### src/rtl/pci_csr_pkg.sv
`timescale 1ns/1ps
package pci_csr_pkg;
  typedef enum logic [2:0] {
    ST_IDLE,
    ST_DECODE,
    ST_DATA,
    ST_HOLD,
    ST_TURN,
    ST_BUSY
  } tgt_state_e;

  localparam logic [3:0] CMD_IO_RD  = 4'b0010;
  localparam logic [3:0] CMD_IO_WR  = 4'b0011;
  localparam logic [3:0] CMD_MEM_RD = 4'b0110;
  localparam logic [3:0] CMD_MEM_WR = 4'b0111;
endpackage

### src/rtl/pci_csr_decode.sv
`timescale 1ns/1ps
module pci_csr_decode
  import pci_csr_pkg::*;
#(
  parameter int MEM_WIN_BITS = 12,
  parameter int IO_WIN_BITS  = 6,
  parameter int NREGS        = 8,
  parameter int IDX_W        = $clog2(NREGS)
) (
  input  logic [31:0]              addr,
  input  logic [3:0]               cmd,
  input  logic [31-MEM_WIN_BITS:0] mem_base,
  input  logic [31-IO_WIN_BITS:0]  io_base,
  output logic                     hit,
  output logic                     is_read,
  output logic [IDX_W-1:0]         idx,
  output logic                     idx_ok
);
  localparam int OFF_W    = MEM_WIN_BITS - 2;
  localparam int IO_OFF_W = IO_WIN_BITS - 2;

  logic             mem_cmd, io_cmd, mem_hit, io_hit;
  logic [OFF_W-1:0] off;
  logic             unused_low_bits;

  assign unused_low_bits = ^addr[1:0];

  always_comb begin
    mem_cmd = (cmd == CMD_MEM_RD) || (cmd == CMD_MEM_WR);
    io_cmd  = (cmd == CMD_IO_RD)  || (cmd == CMD_IO_WR);
    mem_hit = mem_cmd && (addr[31:MEM_WIN_BITS] == mem_base);
    io_hit  = io_cmd  && (addr[31:IO_WIN_BITS]  == io_base);
    if (mem_hit) off = addr[MEM_WIN_BITS-1:2];
    else         off = OFF_W'(addr[IO_OFF_W+1:2]);
    hit     = mem_hit || io_hit;
    is_read = !cmd[0];
    idx     = off[IDX_W-1:0];
    idx_ok  = (off < OFF_W'(NREGS));
  end
endmodule

### src/rtl/pci_csr_regbank.sv
`timescale 1ns/1ps
module pci_csr_regbank #(
  parameter int NREGS = 8,
  parameter int IDX_W = $clog2(NREGS)
) (
  input  logic             clk,
  input  logic             rst,
  input  logic             wr_en,
  input  logic [IDX_W-1:0] wr_idx,
  input  logic [3:0]       wr_be,
  input  logic [31:0]      wr_data,
  input  logic [IDX_W-1:0] rd_idx,
  input  logic             rd_ok,
  output logic [31:0]      rd_data
);
  logic [31:0] bank [NREGS];

  always_ff @(posedge clk) begin
    if (rst) begin
      for (int i = 0; i < NREGS; i++) bank[i] <= '0;
    end else if (wr_en) begin
      for (int b = 0; b < 4; b++)
        if (wr_be[b]) bank[wr_idx][b*8 +: 8] <= wr_data[b*8 +: 8];
    end
  end

  always_comb begin
    if (rd_ok) rd_data = bank[rd_idx];
    else       rd_data = '0;
  end
endmodule

### src/rtl/pci_csr_target.sv
`timescale 1ns/1ps
module pci_csr_target
  import pci_csr_pkg::*;
#(
  parameter int MEM_WIN_BITS = 12,
  parameter int IO_WIN_BITS  = 6,
  parameter int NREGS        = 8
) (
  input  logic                     clk,
  input  logic                     rst,
  input  logic                     frame_n,
  input  logic                     irdy_n,
  input  logic [31:0]              ad_in,
  input  logic [3:0]               cbe_n,
  input  logic [31-MEM_WIN_BITS:0] mem_base,
  input  logic [31-IO_WIN_BITS:0]  io_base,
  output logic [31:0]              ad_out,
  output logic                     ad_oe,
  output logic                     trdy_n,
  output logic                     stop_n,
  output logic                     devsel_n,
  output logic                     ctl_oe
);
  localparam int IDX_W = $clog2(NREGS);

  tgt_state_e       state;
  logic             frame_q;
  logic             rd_q, ok_q;
  logic [IDX_W-1:0] idx_q;

  logic             dec_hit, dec_rd, dec_ok;
  logic [IDX_W-1:0] dec_idx;
  logic             wr_en;
  logic [31:0]      rd_data;
  logic             addr_phase;

  pci_csr_decode #(
    .MEM_WIN_BITS(MEM_WIN_BITS), .IO_WIN_BITS(IO_WIN_BITS),
    .NREGS(NREGS), .IDX_W(IDX_W)
  ) decode_i (
    .addr(ad_in), .cmd(cbe_n), .mem_base(mem_base), .io_base(io_base),
    .hit(dec_hit), .is_read(dec_rd), .idx(dec_idx), .idx_ok(dec_ok)
  );

  assign wr_en      = (state == ST_DATA) && !irdy_n && !rd_q && ok_q;
  assign addr_phase = !frame_n && frame_q;

  pci_csr_regbank #(.NREGS(NREGS), .IDX_W(IDX_W)) bank_i (
    .clk(clk), .rst(rst), .wr_en(wr_en), .wr_idx(idx_q), .wr_be(~cbe_n),
    .wr_data(ad_in), .rd_idx(idx_q), .rd_ok(ok_q), .rd_data(rd_data)
  );

  always_ff @(posedge clk) begin
    if (rst) begin
      state    <= ST_IDLE;
      frame_q  <= 1'b1;
      rd_q     <= 1'b0;
      ok_q     <= 1'b0;
      idx_q    <= '0;
      ad_out   <= '0;
      ad_oe    <= 1'b0;
      trdy_n   <= 1'b1;
      stop_n   <= 1'b1;
      devsel_n <= 1'b1;
      ctl_oe   <= 1'b0;
    end else begin
      frame_q <= frame_n;
      case (state)
        ST_IDLE: begin
          if (addr_phase) begin
            if (dec_hit) begin
              state  <= ST_DECODE;
              rd_q   <= dec_rd;
              ok_q   <= dec_ok;
              idx_q  <= dec_idx;
              ctl_oe <= 1'b1;
            end else begin
              state <= ST_BUSY;
            end
          end
        end
        ST_DECODE: begin
          devsel_n <= 1'b0;
          trdy_n   <= 1'b0;
          stop_n   <= 1'b0;
          if (rd_q) begin
            ad_oe  <= 1'b1;
            ad_out <= rd_data;
          end
          state <= ST_DATA;
        end
        ST_DATA: begin
          if (!irdy_n) begin
            trdy_n <= 1'b1;
            ad_oe  <= 1'b0;
            state  <= ST_HOLD;
          end
        end
        ST_HOLD: begin
          if (frame_n && irdy_n) begin
            devsel_n <= 1'b1;
            stop_n   <= 1'b1;
            state    <= ST_TURN;
          end
        end
        ST_TURN: begin
          ctl_oe <= 1'b0;
          state  <= ST_IDLE;
        end
        ST_BUSY: begin
          if (frame_n && irdy_n) state <= ST_IDLE;
        end
        default: state <= ST_IDLE;
      endcase
    end
  end

  // STOP# accompanies every TRDY#
  assert_stop_with_trdy_R4: assert property (@(posedge clk) disable iff (rst)
    !trdy_n |-> !stop_n);

  // a completed data phase is never followed by another
  assert_single_phase_R4: assert property (@(posedge clk) disable iff (rst)
    (!trdy_n && !irdy_n) |=> trdy_n);

  // initiator stall freezes handshake and read data
  assert_wait_stable_R5: assert property (@(posedge clk) disable iff (rst)
    (!trdy_n && irdy_n) |=> (!trdy_n && !stop_n && !devsel_n && $stable(ad_out)));

  // claim and TRDY# arrive together, after a driven-high clock
  assert_zero_wait_R3: assert property (@(posedge clk) disable iff (rst)
    $fell(devsel_n) |-> (!trdy_n && $past(ctl_oe)));

  // AD only driven while the control drivers are on
  assert_ad_oe_inside_R6: assert property (@(posedge clk) disable iff (rst)
    ad_oe |-> ctl_oe);

  // an unclaimed transaction leaves the bus alone
  assert_miss_silent_R2: assert property (@(posedge clk) disable iff (rst)
    (state == ST_BUSY) |-> (!ctl_oe && devsel_n && trdy_n));

  // bank writes happen only on a claimed, ready data phase
  assert_write_in_phase_R7: assert property (@(posedge clk) disable iff (rst)
    wr_en |-> (!trdy_n && !devsel_n && !ad_oe));

  // drivers released one clock after the high turnaround
  assert_release_R9: assert property (@(posedge clk) disable iff (rst)
    (state == ST_TURN) |=> (!ctl_oe && devsel_n && stop_n));
endmodule

### config.mk
export PLATFORM = sky130hd
export DESIGN_NAME = pci_csr_target
export DESIGN_NICKNAME = d
export VERILOG_FILES = /design/src/rtl/pci_csr_pkg.sv /design/src/rtl/pci_csr_decode.sv /design/src/rtl/pci_csr_regbank.sv /design/src/rtl/pci_csr_target.sv
export SDC_FILE = /design/constraint.sdc
export NUM_CORES = 1
export LEC_CHECK = 0
export BUFFER_PORTS_ARGS = -buffer_cell sky130_fd_sc_hd__buf_2
export CAP_MARGIN = 20
export CORE_ASPECT_RATIO = 1.75
export CORE_MARGIN = 2
export CORE_UTILIZATION = 65
export DETAILED_ROUTE_END_ITERATION = 10
export HOLD_SLACK_MARGIN = 0.03
export PLACE_DENSITY = 0.92
export SYNTH_ARGS = -nofsm -noshare
export SYNTH_HDL_FRONTEND = slang
export SYNTH_SLANG_ARGS = --single-unit
### constraint.sdc
create_clock -name clk -period 7.04 [get_ports clk]
set_clock_uncertainty 0.1 [all_clocks]
set_input_delay 1.76 -clock clk [delete_from_list [all_inputs] [get_ports clk]]
set_output_delay 1.76 -clock clk [all_outputs]
set_load 0.03 [all_outputs]
After elaboration in Yosys (flattened, before gate mapping) --
Memory sizes are Yosys's and may differ from the RTL's. A register that Yosys moved wholly into a read port is not among the register bits. Cells that the tools add are included.
Word-level totals: register bits after elaboration 45, bits in writable memories 256, input port bits 86, output and inout bits 37, word-level logic and storage cells 97, memories 1
Cells by class: order comparisons 1, equality and inequality tests 17, multiplexer cells 41, bitwise logic cells 1, reductions and logical operators 26
Memory list:
- bank_i.bank | words 8, bits a word 32, rd ports 1, clocked after Yosys merged registers in 1, write ports 8, line pci_csr_regbank.sv:16 | logic [31:0] bank [NREGS];
Operators with widths (number):
- $mux 32 | 2
- $reduce_or 32->1 | 1
- $eq 26x26->1 | 1
- $mux 1 | 24
- $mux 3 | 8
- $eq 20x20->1 | 1
- $pmux 3 s5 | 1
- $ne 2x2->1 const B | 6
- $lt 10x4->1 const B | 1
- $mux 10 | 1
- $reduce_and 3->1 | 3
- $eq 4x2->1 const B | 2
- $eq 4x3->1 const B | 2
- $pmux 1 s2 | 4
- $logic_and 1x1->1 | 7
- $eq 3x2->1 const B | 2
- $eq 3x3->1 const B | 2
- $reduce_and 2->1 | 3
- $reduce_bool 2->1 | 3
- $logic_not 1->1 | 4
- $mux 4 | 1
- $not 4->4 | 1
- $reduce_and 4->1 | 1
- $eq 3x1->1 const B | 1
- 2 further kinds | 4

Depth between registers and ports, before layout --
Gate-level depths: netlist of the first run.
depth in word-level cells 9, depth in mapped cells 8, gate-level depth less buffers 6

Cells and area by module --
From an unflattened synthesis of the first run, not the netlist that was laid out.
Unflattened totals: cells, all modules 1099, area total of the unflattened synthesis 14311.2 um^2
Modules (own cells, without submodules):
- pci_csr_regbank | times used 1, cells each 817, area each 11877.6 um^2, sequential area each 7687.4 um^2
- pci_csr_target | times used 1, cells each 209, area each 1850.5 um^2, sequential area each 900.9 um^2
- pci_csr_decode | times used 1, cells each 73, area each 583.1 um^2, sequential area each 0.0 um^2

Least setup slack after synthesis of the first run --
OpenSTA, ideal clock, no wires.
kind input -> register, start point in irdy_n, end point mem bank_i.bank[7][24], enable pin, setup time 0.329 ns, arrival time 3.011 ns, data required time 6.611 ns, path slack 3.599 ns, cell stages on the path 7, path buffers 1, cells stage by stage nand2b_1 -> nor3_2 -> nand3_1 -> or2_1 -> buf_2 -> nor2_2 -> or2_1
RTL lines:
- from (decl) | line pci_csr_target.sv:12 | input logic irdy_n,
- to (decl) | line pci_csr_regbank.sv:16

==> key figures, run 1 <==
STA
  • Worst-Margin Slew: ~900 ps
  • Max Transition Viols Final: 0
  • Hold slack: around 410 ps
  • Period utilization: a little over half
  • Slew headroom: 39.9%
  • Sum of negative setup slack: 0 ps
  • Final setup fails: 0
  • Minimum clock period: ~3800 ps
  • Max Clk Rate: approximately 260 MHz
  • Final hold violation count: 0
  • Unrepaired setup endpoints after global routing: false

Die
  • FP Rows: 71
  • Core ar.: 21600 um2
  • Die height: roughly 200 um
  • Die Span X: approximately 120 um
  • Num ports: roughly 120
  • Starting Density: around two thirds
  • Die Area: ~23000 um2

Pwr
  • Leakage: approximately 0.0055 uW
  • Internal power: 2890 uW
  • Logic pwr share: 5.7%
  • Clock power frac: about two fifths
  • Reg power frac: 56.3%
  • Switching power: a little under 800 uW
  • Switching share of power: a little over a fifth
  • VDD IR max: 0.000189 V
  • P per Cell Area: 233 nW/um2

Routing
  • Pre-Repair DR Iteration Count: 7
  • Total number of vias: slightly below 9k
  • DR WL/cell: approximately 25 um
  • Vias per cell: slightly above 6
  • WL final: ~35 mm
  • Antenna Nets Post-Route: 0
  • DRC violations left: 0
  • Starting DRC count in detailed routing: around 820

Yosys
  • Mapped Cells: around 1.0k
  • FFs w/ async S/R, synth: 0%
  • Register area share after synthesis: between 60 and 70%
  • EDFF count, synth: 256
  • Netlist cell types: 45
  • Post-synth top flop: edfxtp_1
  • Yosys reg bits: roughly 300
  • Syn Nets: between 1k and 1.5k
  • Syn avg cell area: ~14 um2
  • Synth warn: 0
  • Post-Synthesis Cell Area: ~14000 um2

Layout
  • Layout Nets: around 1.2k
  • Share of cells above drive strength 1: 28.4%
  • Synthesis-to-layout area growth: 10.0%
  • Post-Layout Cell Count: ~1.4k

Worst setup path
  • Critical path launch point type: primary input
  • Critical path's slowest cell: buf_4
  • Setup crit end kind: register
  • CP max stage delay: 640 ps
  • Crit path max fanout: 78
  • Worst Path Required: a little over 7000 ps
  • Crit path launch: rst
  • Critical path type: in2reg
  • Worst path arrival time: ~4000 ps
  • Worst-path cell chain: buf_2 > buf_4 > nor2_1 > nand3_1 > or2_1 > nor2_2 > or2_1
  • CP dominant cell by count: or2_1
  • Register-to-register setup slack: ~4200 ps
  • Reg-to-Reg Start: state[1]

CTS
  • CTS Hold Bufs: 0
  • Insertion delay to the later sink of the worst-skew pair: 530 ps
  • Number of H-tree levels: 1
  • CTS buffer count: 24
  • Sink Count: between 300 and 400
  • Bufs on Longest Clock Path: 3
  • Clk pin slew, worst setup/hold paths: 70 ps
  • CTS resizes: 0
  • CTS tree: built
  • Number of setup buffers added after CTS: 0
  • Root Buffer: clkbuf_16

Global route
  • Met2 usage: between 50% and 60%
  • Largest net degree at the start of global routing: 79
  • GRT Resource Usage Total: a little under a third
  • Vias in the first global route: 8898
  • GR Util met1: 36.2%
  • Initial antenna violation count: 1
  • Grt total ovfl: 0
  • Most Crowded Layer GR: met2
  • Global-route wire length before repair: just over 50 mm
  • GR Util met3: roughly 4.3%

Hold path
  • Hold crit path type: reg2reg
  • Min-delay src: ad_out[24]

Placement
  • I/O Buffers: 122
  • GP Congestion: slightly above 0.9
  • Placed cells: around 1.4k
  • Detailed Place HPWL: 24.6 mm

Outcome
  • Status: finished clean

Flow run
  • Max-cap violations: 0
through the flow:
stage / util [%] / setup WS, ps / power, uW / area (um2)
5_1_grt: 72.9 / 3130 / 3740 / 15700
6_report: 72.9 / 3230 / 3660 / 15700
3_5_place_dp: 69.1 / 2760 / 2300 / 14900
3_3_place_gp: 69.1 / 2800 / 2290 / 14900
4_1_cts: 72.9 / 3260 / 3650 / 15700
2_1_floorplan: - / 3600 / 2210 / 14300
worst max-delay path: cells and delay by family:
family	cells	cell delay (ps)
buf+inv	2	720
simple gates	5	1380
cells by family (layout without fill, tap and decap cells):
logic type             count (synthesis)  in the layout  synth area share [%]
AND/OR/NAND/NOR                      424            424                  17.9
flip-flops                           304            304                  60.5
multiplexers                          96             96                  12.6
buffers and inverters                 71            173                  2.94
AO/OA/AOI/OAI                         59             59                  2.84
XOR/XNOR                              46             46                  3.19
other                                  0              1                     0
cells in the final DEF (no fill, tap or decap), types with 27 or more instances in the layout:
master	n
and2_1	256
edfxtp_1	256
buf_2	122
mux4_2	64
nor2_1	46
dfxtp_1	46
xnor2_1	39
or2_1	36
a22oi_1	33
nor2_2	32
mux2_2	32
clkbuf_16	27
synthesized netlist by cell type, types with 7 or more instances:
| cell type | n | area, um2 |
|---|---|---|
| clkbuf_1 | 24 | 90.1 |
| nand2_1 | 8 | 30.0 |
| a22oi_1 | 33 | 248 |
| xnor2_1 | 39 | 342 |
| edfxtp_1 | 256 | 7690 |
| nor2_1 | 46 | 173 |
| buf_2 | 24 | 120 |
| o21ai_0 | 8 | 40.0 |
| buf_6 | 15 | 169 |
| a21oi_1 | 10 | 50.1 |
| xnor2_2 | 7 | 114 |
| dfxtp_1 | 48 | 961 |
| nor2_2 | 32 | 200 |
| mux4_2 | 64 | 1440 |
| and2_1 | 256 | 1600 |
| mux2_2 | 32 | 360 |
| nand3_1 | 8 | 40.0 |
| or2_1 | 36 | 225 |
| nand4_1 | 7 | 43.8 |
power groups by stage:
stage	clock network (uW)	logic [uW]	registers, uW
after floorplan	0	137	2070
after global placement	0	196	2100
after detailed placement	0	202	2100
after CTS	1390	205	2060
after global routing	1460	219	2070
final	1390	207	2060
state kept, by name (all words and copies together) (netlist names), named ones only:
register / flops
rd_q: 1
ad_out: 32
trdy_n: 1
devsel_n: 1
state: 3
ok_q: 1
idx_q: 3
ad_oe: 1
frame_q: 1
ctl_oe: 1
bank_i.bank: 256
final cells by class:
| cell class | instances | area, um2 |
|---|---|---|
| flip-flops and latches | 304 | 8650 |
| clock buffers | 35 | 716 |
| inverters | 1 | 3.75 |
| multi-input cells | 625 | 5230 |
| well taps | 292 | 365 |
| clock inverters | 9 | 105 |
| repair buffers | 128 | 656 |
| fillers | 1238 | 5860 |
| diodes | 1 | 2.50 |
layer usage:
layer,vias up,share of wire (%)
li1,3779,-
met1,4148,32
met2,602,52
met3,160,8.7
met4,0,7.1
met5,-,0
worst paths after layout:
| kind | to | cells past startpoint |
|---|---|---|
| min | ad_out[24] | 2 |
| max reg2reg | bank_i.bank[2][29] | 6 |
| min reg2reg | ad_out[24] | 2 |
| max | bank_i.bank[4][4] | 7 |
Power figures use the tool's default switching activity.
==> run 2: changes to the inputs <==
ABC_AREA = 1   (was default)
CORE_UTILIZATION = 54   (was 65)
PLACE_DENSITY = 0.82   (was 0.92)
clock period = 3.1 ns   (was 7.04 ns; I/O delays follow)
==> run 2 against run 1 <==
Net effect:
- synthesized cell count up 41%
- first-iteration DRC count up 42%
- sequential share of layout area down 0.83 points
- sequential power up 120%
- final cell count up 33%
- register-to-register slack worse by 3600 ps
- utilization down 11 points
- routed wire length up 5.4%
- largest power group unchanged
- largest cell class unchanged
- area after synthesis down 0.29%
==> key figures, run 2 <==
Worst setup path
  • Critical path launch point type: register
  • Setup crit end kind: register
  • Crit path max fanout: 9
  • Worst Path Required: 3190 ps
  • Worst path arrival time: roughly 2700 ps
  • Critical path type: reg2reg

CTS
  • CTS buffer count: 25
  • CTS tree: built
  • Number of setup buffers added after CTS: 0
  • Clk pin slew, worst setup/hold paths: approximately 70 ps
  • Sink Count: 304
  • Root Buffer: clkbuf_16
  • Number of H-tree levels: 1
  • CTS resizes: 0
  • Insertion delay to the later sink of the worst-skew pair: roughly 530 ps
  • CTS Hold Bufs: 0
  • Bufs on Longest Clock Path: 3

Layout
  • Share of cells above drive strength 1: roughly 15%
  • Commonest non-fill, non-tap cell in the layout: nor2_1
  • Commonest cells after routing, fill and taps aside: 436 x nor2_1, 256 x edfxtp_1, 188 x nand2_1
  • Largest registers: bank_i.bank x256, ad_out x32
  • Area of the multi-input gates: a little over 5000 um2
  • Largest register FFs: roughly 260
  • Post-route cell area: approximately 16000 um2
  • FF+latch area: 8660 um2
  • # fillers: between 2k and 2.5k
  • Largest Register: bank_i.bank
  • Synthesis-to-layout area growth: 12.1%
  • Ant diodes: 0
  • Layout Nets: approximately 1.6k

Pwr
  • Leakage: between 0.006 and 0.007 uW
  • Logic pwr share: roughly 7.4%
  • Switching power: between 1500 and 2000 uW
  • Reg power frac: between 50% and 60%
  • Internal power: roughly 6300 uW
  • P per Cell Area: 516 nW/um2
  • Switching share of power: approximately 23%
  • Clock power frac: 36.6%
  • VDD IR max: ~0.00041 V

STA
  • Max Transition Viols Final: 0
  • Minimum clock period: about 2600 ps
  • Unrepaired setup endpoints after global routing: false
  • Max Clk Rate: 387 MHz
  • Final setup fails: 0
  • Period utilization: a little over four fifths
  • Slew headroom: approximately 48%
  • Worst-Margin Slew: 783 ps
  • Post-route worst setup slack: around 500 ps
  • Sum of negative setup slack: 0 ps
  • Final hold violation count: 0

Yosys
  • Mapped Cells: ~1.4k
  • Synth area leader: edfxtp_1
  • Top-count cell post-synth: nor2_1
  • Synth top cells by count: 437 x nor2_1, 256 x edfxtp_1, 188 x nand2_1, 69 x o21ai_0, 52 x inv_1
  • Syn Nets: between 1k and 1.5k
  • Register area share after synthesis: 60.7%
  • Yosys reg bits: ~300
  • Post-synth top flop: edfxtp_1
  • Top-area cell type share of the netlist area: between 50 and 60%
  • FFs w/ async S/R, synth: 0%
  • EDFF count, synth: 256
  • Synth warn: 0
  • Post-Synthesis Cell Area: between 10000 and 15000 um2
  • Syn avg cell area: 10.1 um2
  • Synth top area cells: edfxtp_1 54%, nor2_1 12%, dfxtp_1 6.7%, nand2_1 4.9%, nand2_4 2.4%
  • Netlist cell types: 37

Routing
  • Starting DRC count in detailed routing: between 1k and 1.5k
  • DR WL/cell: 19.6 um
  • DRC violations left: 0
  • Total number of vias: about 11k
  • Pre-Repair DR Iteration Count: 6
  • Antenna Nets Post-Route: 0
  • Vias per cell: around 5.8
  • WL final: between 30 and 40 mm

Global route
  • GRT Resource Usage Total: 26.5%
  • Vias in the first global route: 10.5k
  • Grt total ovfl: 0
  • Global-route wire length before repair: around 56 mm
  • Largest net degree at the start of global routing: between 80 and 90
  • Initial antenna violation count: 0

Placement
  • I/O Buffers: around 120
  • DP Area: between 15000 and 20000 um2
  • Detailed Place HPWL: 26.4 mm
  • Place WS: 215 ps
  • GP Congestion: 0.940

Die
  • Core ar.: approximately 26000 um2
  • Die Area: around 28000 um2
  • Die height: about 220 um
  • Die Span X: ~130 um
  • Starting Density: between 50 and 60%
  • FP Rows: approximately 80
  • Num ports: between 100 and 150

Hold path
  • Hold crit path type: in2reg

Flow run
  • Max-cap violations: 0

Outcome
  • Status: finished clean
## run 2: changes by cell type after synthesis, sizes merged, moves of 36 or more
cell   change
nor2     +369
and2     -256
nand2    +213
mux4      -64
o21ai     +61
inv       +53
or2       -36
## run 2: final timing paths
kind	start	to	slack, ps	cells after the start
worst min-delay path	frame_n	frame_q	360	3
worst max-delay path	idx_q[2]	bank_i.bank[7][23]	510	4
worst max register to register	idx_q[2]	bank_i.bank[7][23]	510	4
worst min register to register	ad_out[31]	ad_out[31]	360	2
## run 2: through the flow
| stage | power (uW) | utilization, % | std cells | hold slack (ps) |
|---|---|---|---|---|
| CTS | 8240 | 61.5 | 1855 | 348 |
| floorplan | 5050 | - | 1411 | 403 |
| global route | 8460 | 61.5 | 1855 | 366 |
| finish | 8240 | 61.5 | 1855 | 356 |
| detailed placement | 5300 | 58.6 | 1810 | 354 |
| global placement | 5290 | 58.6 | 1810 | 348 |
## run 2: layer usage
layer	vias up	routed length, um	share of wire [%]	track usage, %
li1	5043	-	-	-
met1	4959	12000	33	28.9
met2	596	19400	53	49.0
met3	148	2620	7.2	2.46
met4	0	2370	6.5	16.4
met5	-	0	0	0
## run 2: critical path: stages, from the launching register on
cell	delay [ps]
dfxtp_1	610
inv_1	310
nor3_4	670
nand2_4	180
nand2_1	370
## run 2: cell type report
class,instances,share of cell area (%)
clock buffer,33,4.24
clock inverter,12,0.564
inverter,78,1.83
multi-input combinational,969,31.7
sequential,304,54.2
tap,320,2.51
timing repair buffer,139,4.93
## run 2: kinds of logic (layout without fill, tap and decap cells)
group	count (synthesis)	in the layout	share of synthesized area [%]
AND/OR/NAND/NOR	702	702	22.0
AO/OA/AOI/OAI	206	206	9.52
flip-flops	304	304	60.7
XOR/XNOR	29	29	1.78
buffers and inverters	138	262	3.78
multiplexers	32	32	2.25
## run 2: power groups by stage
| stage | registers [uW] | logic, uW | clock network (uW) |
|---|---|---|---|
| 2_1_floorplan | 4700 | 352 | 0 |
| 3_3_place_gp | 4690 | 592 | 0 |
| 3_5_place_dp | 4700 | 604 | 0 |
| 4_1_cts | 4610 | 606 | 3030 |
| 5_1_grt | 4620 | 667 | 3180 |
| 6_report | 4610 | 611 | 3020 |
==> run 3: changes to the inputs <==
CORE_UTILIZATION = 60   (was 54)
PLACE_DENSITY = 0.86   (was 0.82)
clock period = 2.7 ns   (was 3.1 ns; I/O delays follow)
==> run 3 against run 2 <==
Net effect:
- design area rose by 1.5%
- sequential power rose by 15%
- sequential share of layout area fell by 0.78 points
- setup slack got worse by 380 ps
- global-route usage rose by 4.2 points
- non-clock buffer count rose by 17
- final cell count barely moved
- clock-buffer cell count fell by 2
- combinational power rose by 22%
- routed wire length rose by 5.8%
- power rose by 22%
- critical path type unchanged
- critical endpoint is now bank_i.bank[6][16]
- largest cell class unchanged
- largest power group unchanged
==> key figures, run 3 (synthesis results as in run 2) <==
Layout
  • Share of cells above drive strength 1: 16.6%
  • Ant diodes: 0
  • Commonest non-fill, non-tap cell in the layout: nor2_1
  • Largest registers: bank_i.bank x256, ad_out x32
  • Layout Nets: 1620
  • Largest Register: bank_i.bank
  • Post-layout util: a little over two thirds
  • Largest register FFs: about 260
  • # fillers: between 1.5k and 2k
  • Commonest cells after routing, fill and taps aside: 436 x nor2_1, 256 x edfxtp_1, 188 x nand2_1
  • FF+latch area: 8660 um2
  • Synthesis-to-layout area growth: 13.7%
  • Area of the multi-input gates: between 5000 and 6000 um2

CTS
  • Number of setup buffers added after CTS: 0
  • Root Buffer: clkbuf_16
  • CTS Hold Bufs: 0
  • Insertion delay to the later sink of the worst-skew pair: about 540 ps
  • Number of H-tree levels: 1
  • CTS tree: built
  • CTS resizes: 0
  • Clk pin slew, worst setup/hold paths: approximately 70 ps
  • Bufs on Longest Clock Path: 3
  • Sink Count: just over 300
  • CTS buffer count: 25

Hold path
  • Min-delay src: frame_n
  • WHS Endpoint: frame_q
  • Hold crit path type: in2reg
  • Hold path cells: 3

Routing
  • DRC violations left: 0
  • DR WL/cell: just over 20 um
  • Starting DRC count in detailed routing: about 1.2k
  • Antenna Nets Post-Route: 0
  • Pre-Repair DR Iteration Count: 5
  • Total number of vias: approximately 11k
  • Vias per cell: 5.99
  • WL final: roughly 39 mm

Global route
  • GRT Resource Usage Total: ~31%
  • Initial antenna violation count: 0
  • Global-route wire length before repair: ~58 mm
  • Vias in the first global route: 11.1k
  • Grt total ovfl: 0
  • Largest net degree at the start of global routing: 71

Worst setup path
  • Setup crit end kind: register
  • Reg-to-Reg Start: state[2]
  • FF-to-FF End: bank_i.bank[6][16]
  • Worst Path Required: about 2800 ps
  • Crit path buf inv count: 1
  • CP dominant cell by count: nor2_2
  • Worst path arrival time: around 2700 ps
  • Critical path's slowest cell: nand2_1
  • Critical path type: reg2reg
  • CP delay by family, top: simple AND/OR/NAND/NOR gates
  • Critical path launch point type: register
  • Worst-path cell chain: nor2_2 > inv_2 > nor2_2 > nand2_2 > nor2_4 > nand3_4 > nor2_8 > nand2_4 > nand2_1
  • Worst r2r path cells: 9
  • Register-to-register setup slack: 130 ps
  • Crit path max fanout: 9
  • CP max stage delay: around 390 ps

Pwr
  • Switching share of power: between 20% and 30%
  • Clock power frac: 39.7%
  • Leakage: ~0.007 uW
  • Reg power frac: approximately 53%
  • VDD IR max: 0.000567 V
  • Switching power: 2260 uW
  • Logic pwr share: about 7.4%
  • Internal power: 7770 uW
  • P per Cell Area: between 600 and 700 nW/um2

STA
  • Sum of negative setup slack: 0 ps
  • Worst-Margin Slew: 802 ps
  • Period utilization: 95.0%
  • Unrepaired setup endpoints after global routing: false
  • Max Transition Viols Final: 0
  • Slew headroom: between 40% and 50%
  • Final hold violation count: 0
  • Max Clk Rate: approximately 400 MHz
  • Final setup fails: 0
  • Minimum clock period: 2570 ps

Placement
  • Detailed Place HPWL: approximately 28 mm
  • I/O Buffers: approximately 120
  • GP Congestion: 0.961

Die
  • Die height: between 200 and 250 um
  • Num ports: around 120
  • FP Rows: 74
  • Die Span X: 121 um
  • Core ar.: ~23000 um2
  • Die Area: approximately 25000 um2
  • Starting Density: approximately three fifths

Outcome
  • Status: finished clean

Flow run
  • Max-cap violations: 0
==> run 3: changes by cell type in the layout (fill, tap and decap cells not counted), sizes merged <==
cell      previous run  this run
buf                139       156
bufinv               1         6
clkinvlp             2         1
clkbuf              33        31
clkinv              32        30
==> run 3: tightest hold or removal path, stage by stage <==
cell and delay, ps:
buf_2 90, inv_1 100, nand2_1 90
==> run 3: power by group through the flow <==
stage	Sequential [uW]	Combinational (uW)	Clock, uW
4_1_cts	5300	737	3970
3_3_place_gp	5390	710	0
5_1_grt	5310	804	4120
6_report	5300	746	3980
2_1_floorplan	5390	404	0
3_5_place_dp	5400	724	0
==> run 3: worst max-delay path by stage <==
stage,slack [ps],end,depth (start not counted),startpoint
4_1_cts,170,bank_i.bank[6][16],9,state[2]
2_1_floorplan,510,bank_i.bank[5][16],7,irdy_n
3_3_place_gp,60,register,9,ad_in[22]
3_5_place_dp,60,bank_i.bank[6][20],8,irdy_n
5_1_grt,40,bank_i.bank[6][16],8,state[1]
6_report,130,bank_i.bank[6][16],9,state[2]
==> run 3: stage by stage <==
step / std cells / worst slack (ps) / total power, uW / hold WS [ps] / area [um2]
floorplan: 1411 / 506 / 5800 / 403 / 14300
global placement: 1811 / 57.2 / 6100 / 349 / 15300
detailed placement: 1811 / 59.6 / 6120 / 354 / 15300
CTS: 1856 / 168 / 10000 / 318 / 16200
global route: 1856 / 42.5 / 10200 / 340 / 16200
finish: 1856 / 134 / 10000 / 344 / 16200
==> run 3: cell type report <==
class                           count  area share, %
Clock buffer                       31           4.12
Sequential cell                   304           53.4
Timing Repair Buffer              156           5.65
Clock inverter                     14           1.39
Tap cell                          304           2.35
Multi-Input combinational cell    969           31.3
Inverter                           78           1.81
==> run 3: layer usage <==
layer / routed length (um) / vias to the layer above / global-route usage [%]
met2: 20600 / 691 / 55.6
met5: 0 / - / 0
met4: 2850 / 0 / 21.2
met3: 2950 / 161 / 3.43
li1: - / 5095 / -
met1: 12200 / 5175 / 32.8
